<file path="config.mk">
export PLATFORM = sky130hd
export DESIGN_NAME = irq_vector_ctl
export DESIGN_NICKNAME = d
export VERILOG_FILES = /design/src/rtl/irq_vec_pkg.sv /design/src/rtl/irq_pend_path.sv /design/src/rtl/irq_seq_ctl.sv /design/src/rtl/irq_vector_ctl.sv
export SDC_FILE = /design/constraint.sdc
export NUM_CORES = 1
export LEC_CHECK = 0
export ABC_AREA = 1
export BUFFER_PORTS_ARGS = -buffer_cell sky130_fd_sc_hd__buf_4
export CAP_MARGIN = 20
export CORE_AREA = 2 2 47 49
export CTS_BUF_LIST = sky130_fd_sc_hd__clkbuf_4
export DETAILED_ROUTE_END_ITERATION = 6
export DIE_AREA = 0 0 49 51
export PLACE_DENSITY = 0.82
export SLEW_MARGIN = 25
export SYNTH_ARGS = -nofsm -noshare
export SYNTH_HDL_FRONTEND = slang
export SYNTH_SLANG_ARGS = --single-unit
</file>
<file path="constraint.sdc">
create_clock -name clk -period 1.7 [get_ports clk]
set_input_delay 0.34 -clock clk [delete_from_list [all_inputs] [get_ports clk]]
set_output_delay 0.34 -clock clk [all_outputs]
set_load 0.02 [all_outputs]
</file>
<file path="src/rtl/irq_vec_pkg.sv">
package irq_vec_pkg;
  // strobes from the sequencing control into the pending/vector datapath
  typedef struct packed {
    logic accept;   // take the current winner this cycle
    logic flush;    // reset vector: drop everything
  } seqStrobe_t;
endpackage

</file>
<file path="src/rtl/irq_pend_path.sv">
module irq_pend_path
  import irq_vec_pkg::*;
#(
  parameter int NUM_SRC  = 9,
  parameter int VEC_W    = 8,
  parameter int WIDE_VEC = 0
) (
  input  logic               clk,
  input  logic               rst_n,
  input  logic [NUM_SRC-1:0] irqIn,
  input  logic [NUM_SRC-1:0] srcEnable,
  input  seqStrobe_t         strobe,
  output logic               anyReady,
  output logic               vecLoad,
  output logic               pcPush,
  output logic [VEC_W-1:0]   vecAddr
);
  localparam int IDX_W = $clog2(NUM_SRC + 1);
  localparam int SHIFT = (WIDE_VEC != 0) ? 1 : 0;

  logic [NUM_SRC-1:0] pendQ;
  logic [NUM_SRC-1:0] readyVec;
  logic [NUM_SRC-1:0] winnerVec;
  logic [IDX_W-1:0]   winNum;
  logic [VEC_W-1:0]   winAddr;

  assign readyVec = pendQ & srcEnable;
  assign anyReady = |readyVec;

  // one pending latch per source; a new event wins over the clear
  for (genvar g = 0; g < NUM_SRC; g++) begin : g_pend
    always_ff @(posedge clk or negedge rst_n) begin
      if (!rst_n)
        pendQ[g] <= 1'b0;
      else if (strobe.flush)
        pendQ[g] <= 1'b0;
      else
        pendQ[g] <= (pendQ[g] & ~(strobe.accept & winnerVec[g])) | irqIn[g];
    end
  end

  // fixed priority: lowest index wins
  always_comb begin
    logic seen;
    seen      = 1'b0;
    winnerVec = '0;
    winNum    = '0;
    for (int i = 0; i < NUM_SRC; i++) begin
      if (readyVec[i] && !seen) begin
        winnerVec[i] = 1'b1;
        winNum       = IDX_W'(i + 1);
        seen         = 1'b1;
      end
    end
  end

  assign winAddr = VEC_W'(winNum) << SHIFT;

  always_ff @(posedge clk or negedge rst_n) begin
    if (!rst_n) begin
      vecLoad <= 1'b0;
      pcPush  <= 1'b0;
      vecAddr <= '0;
    end else if (strobe.flush) begin
      vecLoad <= 1'b1;
      pcPush  <= 1'b0;
      vecAddr <= '0;
    end else if (strobe.accept) begin
      vecLoad <= 1'b1;
      pcPush  <= 1'b1;
      vecAddr <= winAddr;
    end else begin
      vecLoad <= 1'b0;
      pcPush  <= 1'b0;
    end
  end

  // requests that lost arbitration are still pending afterwards
  a_r3_loser_kept: assert property (@(posedge clk) disable iff (!rst_n)
    (strobe.accept && !strobe.flush) |=>
      ((pendQ & $past(readyVec & ~winnerVec)) == $past(readyVec & ~winnerVec)));

  // a reset request leaves nothing pending
  a_r8_flush_empty: assert property (@(posedge clk) disable iff (!rst_n)
    strobe.flush |=> (pendQ == '0));

  // nothing is pending right after reset release
  a_r1_quiet_start: assert property (@(posedge clk) disable iff (!rst_n)
    $rose(rst_n) |-> (pendQ == '0));
endmodule

</file>
<file path="src/rtl/irq_seq_ctl.sv">
module irq_seq_ctl
  import irq_vec_pkg::*;
(
  input  logic       clk,
  input  logic       rst_n,
  input  logic       rstReq,
  input  logic       instrDone,
  input  logic       retiDone,
  input  logic       gieSet,
  input  logic       gieClr,
  input  logic       anyReady,
  output seqStrobe_t strobe,
  output logic       gieState
);
  logic gieQ;
  logic holdQ;

  assign strobe.flush  = rstReq;
  assign strobe.accept = instrDone & gieQ & ~holdQ & anyReady & ~rstReq;
  assign gieState      = gieQ;

  always_ff @(posedge clk or negedge rst_n) begin
    if (!rst_n)              gieQ <= 1'b0;
    else if (rstReq)         gieQ <= 1'b0;
    else if (strobe.accept)  gieQ <= 1'b0;
    else if (retiDone)       gieQ <= 1'b1;
    else if (gieSet)         gieQ <= 1'b1;
    else if (gieClr)         gieQ <= 1'b0;
  end

  // one-cycle hold-off after a return re-enables interrupts
  always_ff @(posedge clk or negedge rst_n) begin
    if (!rst_n) holdQ <= 1'b0;
    else        holdQ <= retiDone & ~rstReq & ~strobe.accept;
  end

  // entry drops the global flag
  a_r4_gie_dropped: assert property (@(posedge clk) disable iff (!rst_n)
    strobe.accept |=> !gieQ);

  // no acceptance in the cycle after a return
  a_r6_gap: assert property (@(posedge clk) disable iff (!rst_n)
    (retiDone && !rstReq && !strobe.accept) |=> !strobe.accept);

  // a return re-enables interrupts
  a_r6_reenable: assert property (@(posedge clk) disable iff (!rst_n)
    (retiDone && !rstReq && !strobe.accept) |=> gieQ);

  // reset request clears the global flag
  a_r8_gie_off: assert property (@(posedge clk) disable iff (!rst_n)
    rstReq |=> !gieQ);
endmodule

</file>
<file path="src/rtl/irq_vector_ctl.sv">
module irq_vector_ctl
  import irq_vec_pkg::*;
#(
  parameter int NUM_SRC  = 9,
  parameter int VEC_W    = 8,
  parameter int WIDE_VEC = 0
) (
  input  logic               clk,
  input  logic               rst_n,
  input  logic               rstReq,
  input  logic               instrDone,
  input  logic               retiDone,
  input  logic               gieSet,
  input  logic               gieClr,
  input  logic [NUM_SRC-1:0] irqIn,
  input  logic [NUM_SRC-1:0] srcEnable,
  output logic               vecLoad,
  output logic               pcPush,
  output logic [VEC_W-1:0]   vecAddr,
  output logic               gieState
);
  seqStrobe_t strobe;
  logic       anyReady;

  irq_seq_ctl u_ctl (
    .clk(clk), .rst_n(rst_n), .rstReq(rstReq), .instrDone(instrDone),
    .retiDone(retiDone), .gieSet(gieSet), .gieClr(gieClr),
    .anyReady(anyReady), .strobe(strobe), .gieState(gieState)
  );

  irq_pend_path #(.NUM_SRC(NUM_SRC), .VEC_W(VEC_W), .WIDE_VEC(WIDE_VEC)) u_path (
    .clk(clk), .rst_n(rst_n), .irqIn(irqIn), .srcEnable(srcEnable),
    .strobe(strobe), .anyReady(anyReady), .vecLoad(vecLoad),
    .pcPush(pcPush), .vecAddr(vecAddr)
  );

  // the push/load strobe lasts one cycle
  a_r4_single_pulse: assert property (@(posedge clk) disable iff (!rst_n)
    pcPush |=> !pcPush);

  // an interrupt entry never uses the reset vector
  a_r2_nonzero_vector: assert property (@(posedge clk) disable iff (!rst_n)
    pcPush |-> (vecAddr != '0));

  // a load without a push is always the reset vector
  a_r8_reset_vector: assert property (@(posedge clk) disable iff (!rst_n)
    (vecLoad && !pcPush) |-> (vecAddr == '0));

  // a push always comes with a load and a cleared flag
  a_r4_push_load: assert property (@(posedge clk) disable iff (!rst_n)
    pcPush |-> (vecLoad && !gieState));
endmodule

</file>
Word level (Yosys, flattened, before mapping)
Cells that the tools add are included.
{ "classes": {"n_bitwise": 46, "mux": 44, "reduce_logical": 19} }
{ "ops": {"columns": ["op", "count"], "rows": [
  ["$mux 1", 34],
  ["$mux 4", 8],
  ["$and 1x1->1", 24],
  ["$mux 8", 2],
  ["$not 1->1", 12],
  ["$and 9x9->9", 1],
  ["$or 1x1->1", 9],
  ["$reduce_or 9->1", 1],
  ["$logic_and 1x1->1", 8],
  ["$logic_not 1->1", 8],
  ["$reduce_bool 5->1", 1],
  ["$reduce_bool 2->1", 1]
]} }
{ "totals": {"out_inout_bits": 11, "input_bits": 25, "regBits": 21, "word_cells": 123} }

Longest topological paths before layout
{ "logic_depth": {"ltp_word": 31, "ltp_mapped": 9} }

Modules after synthesis
A second synthesis with hierarchy kept.
{ "hier_totals": {"cells_unflattened": 124, "area_unflattened_um2": 938.4} }
{ "by_module_without_submodules": {"columns": ["module", "n_inst", "cells_per_inst", "seq_area_each_um2", "area_each_um2"], "rows": [
  ["irq_pend_path", 1, 106, 375.4, 817.0],
  ["irq_seq_ctl", 1, 18, 50.0, 121.4]
]} }

Least setup slack after synthesis
Ideal clock, no wire load.
{ "synth_timing": {"path_type": "register -> register", "from": "register u_ctl.gieQ, in the netlist u_ctl.gieState", "to": "register u_path.pendQ[3]", "stages_incl_launch_ff": 6, "period_less_slack_ns": 1.246, "t_arrival_ns": 1.120, "required_time_ns": 1.574, "slack_ns": 0.454, "n_path_buf": 0, "cell_sequence": "dfrtp_1 > nand2_1 > nor2_1 > nand3_2 > o21ai_0 > a21oi_1"} }
{ "synth_via": {"elab_chain_cells": 9} }
{ "synth_rtl": {"columns": ["item", "line", "source"], "rows": [
  ["start, declared", "irq_seq_ctl.sv:15", "logic gieQ;"],
  ["start signal, assigned", "irq_seq_ctl.sv:23", "if (!rst_n) gieQ <= 1'b0;"],
  ["start signal, assigned", "irq_seq_ctl.sv:24", "else if (rstReq) gieQ <= 1'b0;"],
  ["start signal, assigned", "irq_seq_ctl.sv:25", "else if (strobe.accept) gieQ <= 1'b0;"],
  ["$and 1x1->1 (4 in series)", "irq_seq_ctl.sv:19", "assign strobe.accept = instrDone & gieQ & ~holdQ & anyReady & ~rstReq;"],
  ["$and 1x1->1", "irq_pend_path.sv:38", "pendQ[g] <= (pendQ[g] & ~(strobe.accept & winnerVec[g])) | irqIn[g];"],
  ["$not 1->1", "irq_pend_path.sv:38", null],
  ["$and 1x1->1", "irq_pend_path.sv:38", null],
  ["$or 1x1->1", "irq_pend_path.sv:38", null],
  ["$mux 1", "irq_pend_path.sv:35", "else if (strobe.flush)"],
  ["end signal, assigned by index", "irq_pend_path.sv:38", null],
  ["end, declared", "irq_pend_path.sv:21", "logic [NUM_SRC-1:0] pendQ;"]
]} }
No other way between the ends.
A chain may end at the register's enable or synchronous reset.

Worst setup path in the final report
{ "layout_timing": {"from": "register u_path.pendQ[0]", "to": "register u_path.pendQ[8]"} }
{ "layout_via": {"elab_chain_cells": 31, "elab_cells_between_ends": 34, "classes_between": "mux (10); bitwise (7); reduce/logical (17)"} }
{ "layout_rtl": {"columns": ["item", "line", "source"], "rows": [
  ["$and 9x9->9 (*)", "irq_pend_path.sv:27", "assign readyVec = pendQ & srcEnable;"],
  ["$mux 1", "irq_pend_path.sv:49", "if (readyVec[i] && !seen) begin"],
  ["$logic_not 1->1", "irq_pend_path.sv:49", null],
  ["$logic_and 1x1->1", "irq_pend_path.sv:49", null],
  ["$mux 1", "irq_pend_path.sv:49", null],
  ["$logic_not 1->1", "irq_pend_path.sv:49", null],
  ["$logic_and 1x1->1", "irq_pend_path.sv:49", null],
  ["$mux 1", "irq_pend_path.sv:49", null],
  ["[15 not listed]", null, null],
  ["$logic_not 1->1", "irq_pend_path.sv:49", null],
  ["$logic_and 1x1->1", "irq_pend_path.sv:49", null],
  ["$mux 1", "irq_pend_path.sv:49", null],
  ["$and 1x1->1 (*)", "irq_pend_path.sv:38", null],
  ["$not 1->1 (*)", "irq_pend_path.sv:38", null],
  ["$and 1x1->1 (*)", "irq_pend_path.sv:38", null],
  ["$or 1x1->1 (*)", "irq_pend_path.sv:38", null],
  ["$mux 1 (*)", "irq_pend_path.sv:35", null]
]} }
Mark *: on every way between the ends. The rest lies on a longest branch, timed or not.

==> results.tsv <==
metric	value	unit
setup slack, reg-to-reg	380	ps
first-pass GRT wire length	3320	um
maxcap violations	0	
max incr delay on CP	420	ps
final instance area	1230	um2
Initial Utilization	46.6	%
Synth Area per Inst	8.50	um2
Crit Path Class	register to register	
final routed DRC violation total	0	
Antenna Cells	0	
Nets	173	
Post-CTS Resized	0	
Setup-failing EPs final	0	
die width	49	um
Setup TNS	0	ps
Clock power frac	25.1	%
Slowest-stage cell, CP	dfrtp_1	
Placed Area	1200	um2
I/O Pins	36	
pin count of the biggest net entering global routing	18	
H-Tree Depth	1	
row cnt	17	
Final GP Congestion	0.828	
share of cells above drive strength 1	36.1	%
hold buffers post-CTS	1	
pwr dens	720	nW/um2
CP max FO	5	
clk root buf	clkbuf_4	
Netlist cell types	21	
Combinational Power Share	24.6	%
Post-CTS Setup Repair Bufs	0	
sequential share of power	50.3	%
DRT iter0 DRCs	9	
Final HPWL DP	1480	um
CTS Buffer Depth	2	
Clock Skews	3.96	ps
TritonCTS Sinks	17	
DR WL/cell	10.8	um
peak supply drop	0.444	mV
global router's overall resource usage	17.2	%
antenna violations before repair	0	
unrepaired setup endpoints after global routing	false	
CP Launch Type	register	
fmax	758	MHz
P_leak	0.000690	uW
final hold violation count	0	
clock-pin slew on the worst setup and hold paths	100	ps
post-DR vias/cell	4.62	
die area	2500	um2
Int Pwr	614	uW
Port-buffer cells	31	
via count	808	
Core Box Area	2060	um2
Switch Pwr	274	uW
synthesized area	961	um2
Overflow after GRT	0	
status	finished clean	
most frequent cells in the layout	buf_4, nand2_1, dfrtp_1	
crit path time final	1320	ps
sequential area share after synthesis	44.3	%
total CTS buffers	3	
Cells after Synth	113	
area delta synth->final	28.4	%
CP arrival	1520	ps
WL final	1880	um
YS warnings	0	
Clk Latency, worst-skew pair	300	ps
CTS tree	yes	
CP Cell Sequence	nand2_4 > nand2_4 > nor2_8 > nand4_1 > nor2_1 > nand2_2 > nand2_2 > a21oi_2	
Critical Path RT	1900	ps
FILL cells	196	
Hold Path Class	primary input to register	
Routed Antenna Nets	0	
period utilization	77.6	%
Synth Register Bits	17	
Worst setup EP type	register	
commonest non-fill, non-tap cell in the layout	buf_4	
number of global-route vias before repair	839	
Pins Over Slew Limit	0	
Pre-antenna DRT Iters	4	
Sw Share	30.9	%
Die Y	51	um
## per-stage QoR
| stage | worst slack [ps] | instances | power (uW) | hold slack (ps) | utilization (%) |
|---|---|---|---|---|---|
| 2_1_floorplan | 454 | 116 | 594 | 44.4 | - |
| 3_3_place_gp | 373 | 170 | 668 | 210 | 58.0 |
| 3_5_place_dp | 329 | 170 | 674 | 216 | 58.0 |
| 4_1_cts | 383 | 175 | 897 | 271 | 59.8 |
| 5_1_grt | 230 | 175 | 940 | 277 | 59.8 |
| 6_report | 380 | 175 | 888 | 271 | 59.8 |
## logic make-up (layout without fill, tap and decap cells)
family	after synthesis	in the layout	synth area share, %
and+or+nand+nor	53	53	33.1
buffers and inverters	23	54	11.6
AOI/OAI and AO/OA	19	19	10.7
DFF	17	17	44.3
other	1	4	0.390
## worst paths after layout
kind | end | depth (start not counted) | start
worst max-delay path | u_path.pendQ[8] | 8 | u_path.pendQ[0]
worst min-delay path | u_ctl.holdQ | 3 | retiDone
min in group asynchronous | u_path.vecLoad | 2 | rst_n
max in group asynchronous | u_path.pendQ[6] | 2 | rst_n
worst min register to register | u_path.vecAddr[1] | 2 | u_path.vecAddr[1]
worst max register to register | u_path.pendQ[8] | 8 | u_path.pendQ[0]
## final cells by class
class | instances | area [um2] | area share (%)
clock buffers | 3 | 22.5 | 1.83
clock inverters | 1 | 5.00 | 0.406
inverters | 18 | 67.6 | 5.48
multi-input cells | 76 | 435 | 35.3
flip-flops and latches | 17 | 425 | 34.5
well taps | 28 | 35.0 | 2.84
repair buffers | 32 | 243 | 19.7
## critical path, delay by kind of cell (launching register included)
| family | cells | cell delay [ps] |
|---|---|---|
| DFF | 1 | 420 |
| and+or+nand+nor | 7 | 770 |
| AOI/OAI and AO/OA | 1 | 40 |
## registers in the layout (all words and copies together), names as in the netlist
signal,cells
u_ctl.gieState,1
u_ctl.holdQ,1
u_path.pcPush,1
u_path.pendQ,9
u_path.vecAddr,4
u_path.vecLoad,1
## cell usage after synthesis (all sizes together)
master	count	area [um2]
dfrtp	17	425
a21oi	11	62.6
nor2	9	60.1
nand4	3	18.8
clkbuf	1	13.8
nand3	12	77.6
buf	4	30.0
nand2	29	161
inv	18	67.6
o21ai	8	40.0
conb	1	3.75
## per-layer routing
layer	GRT usage (%)	vias up	routed length, um
li1	-	421	-
met1	20.2	360	799
met2	30.6	23	949
met3	2.63	4	106
met4	9.05	0	27
met5	0	-	0
## power groups by stage
stage	sequential, uW	combinational [uW]	clock, uW
CTS	447	221	229
global placement	454	214	0
floorplan	467	127	0
detailed placement	455	219	0
finish	447	219	223
global route	451	244	245
(Power assumes the default switching activity.)
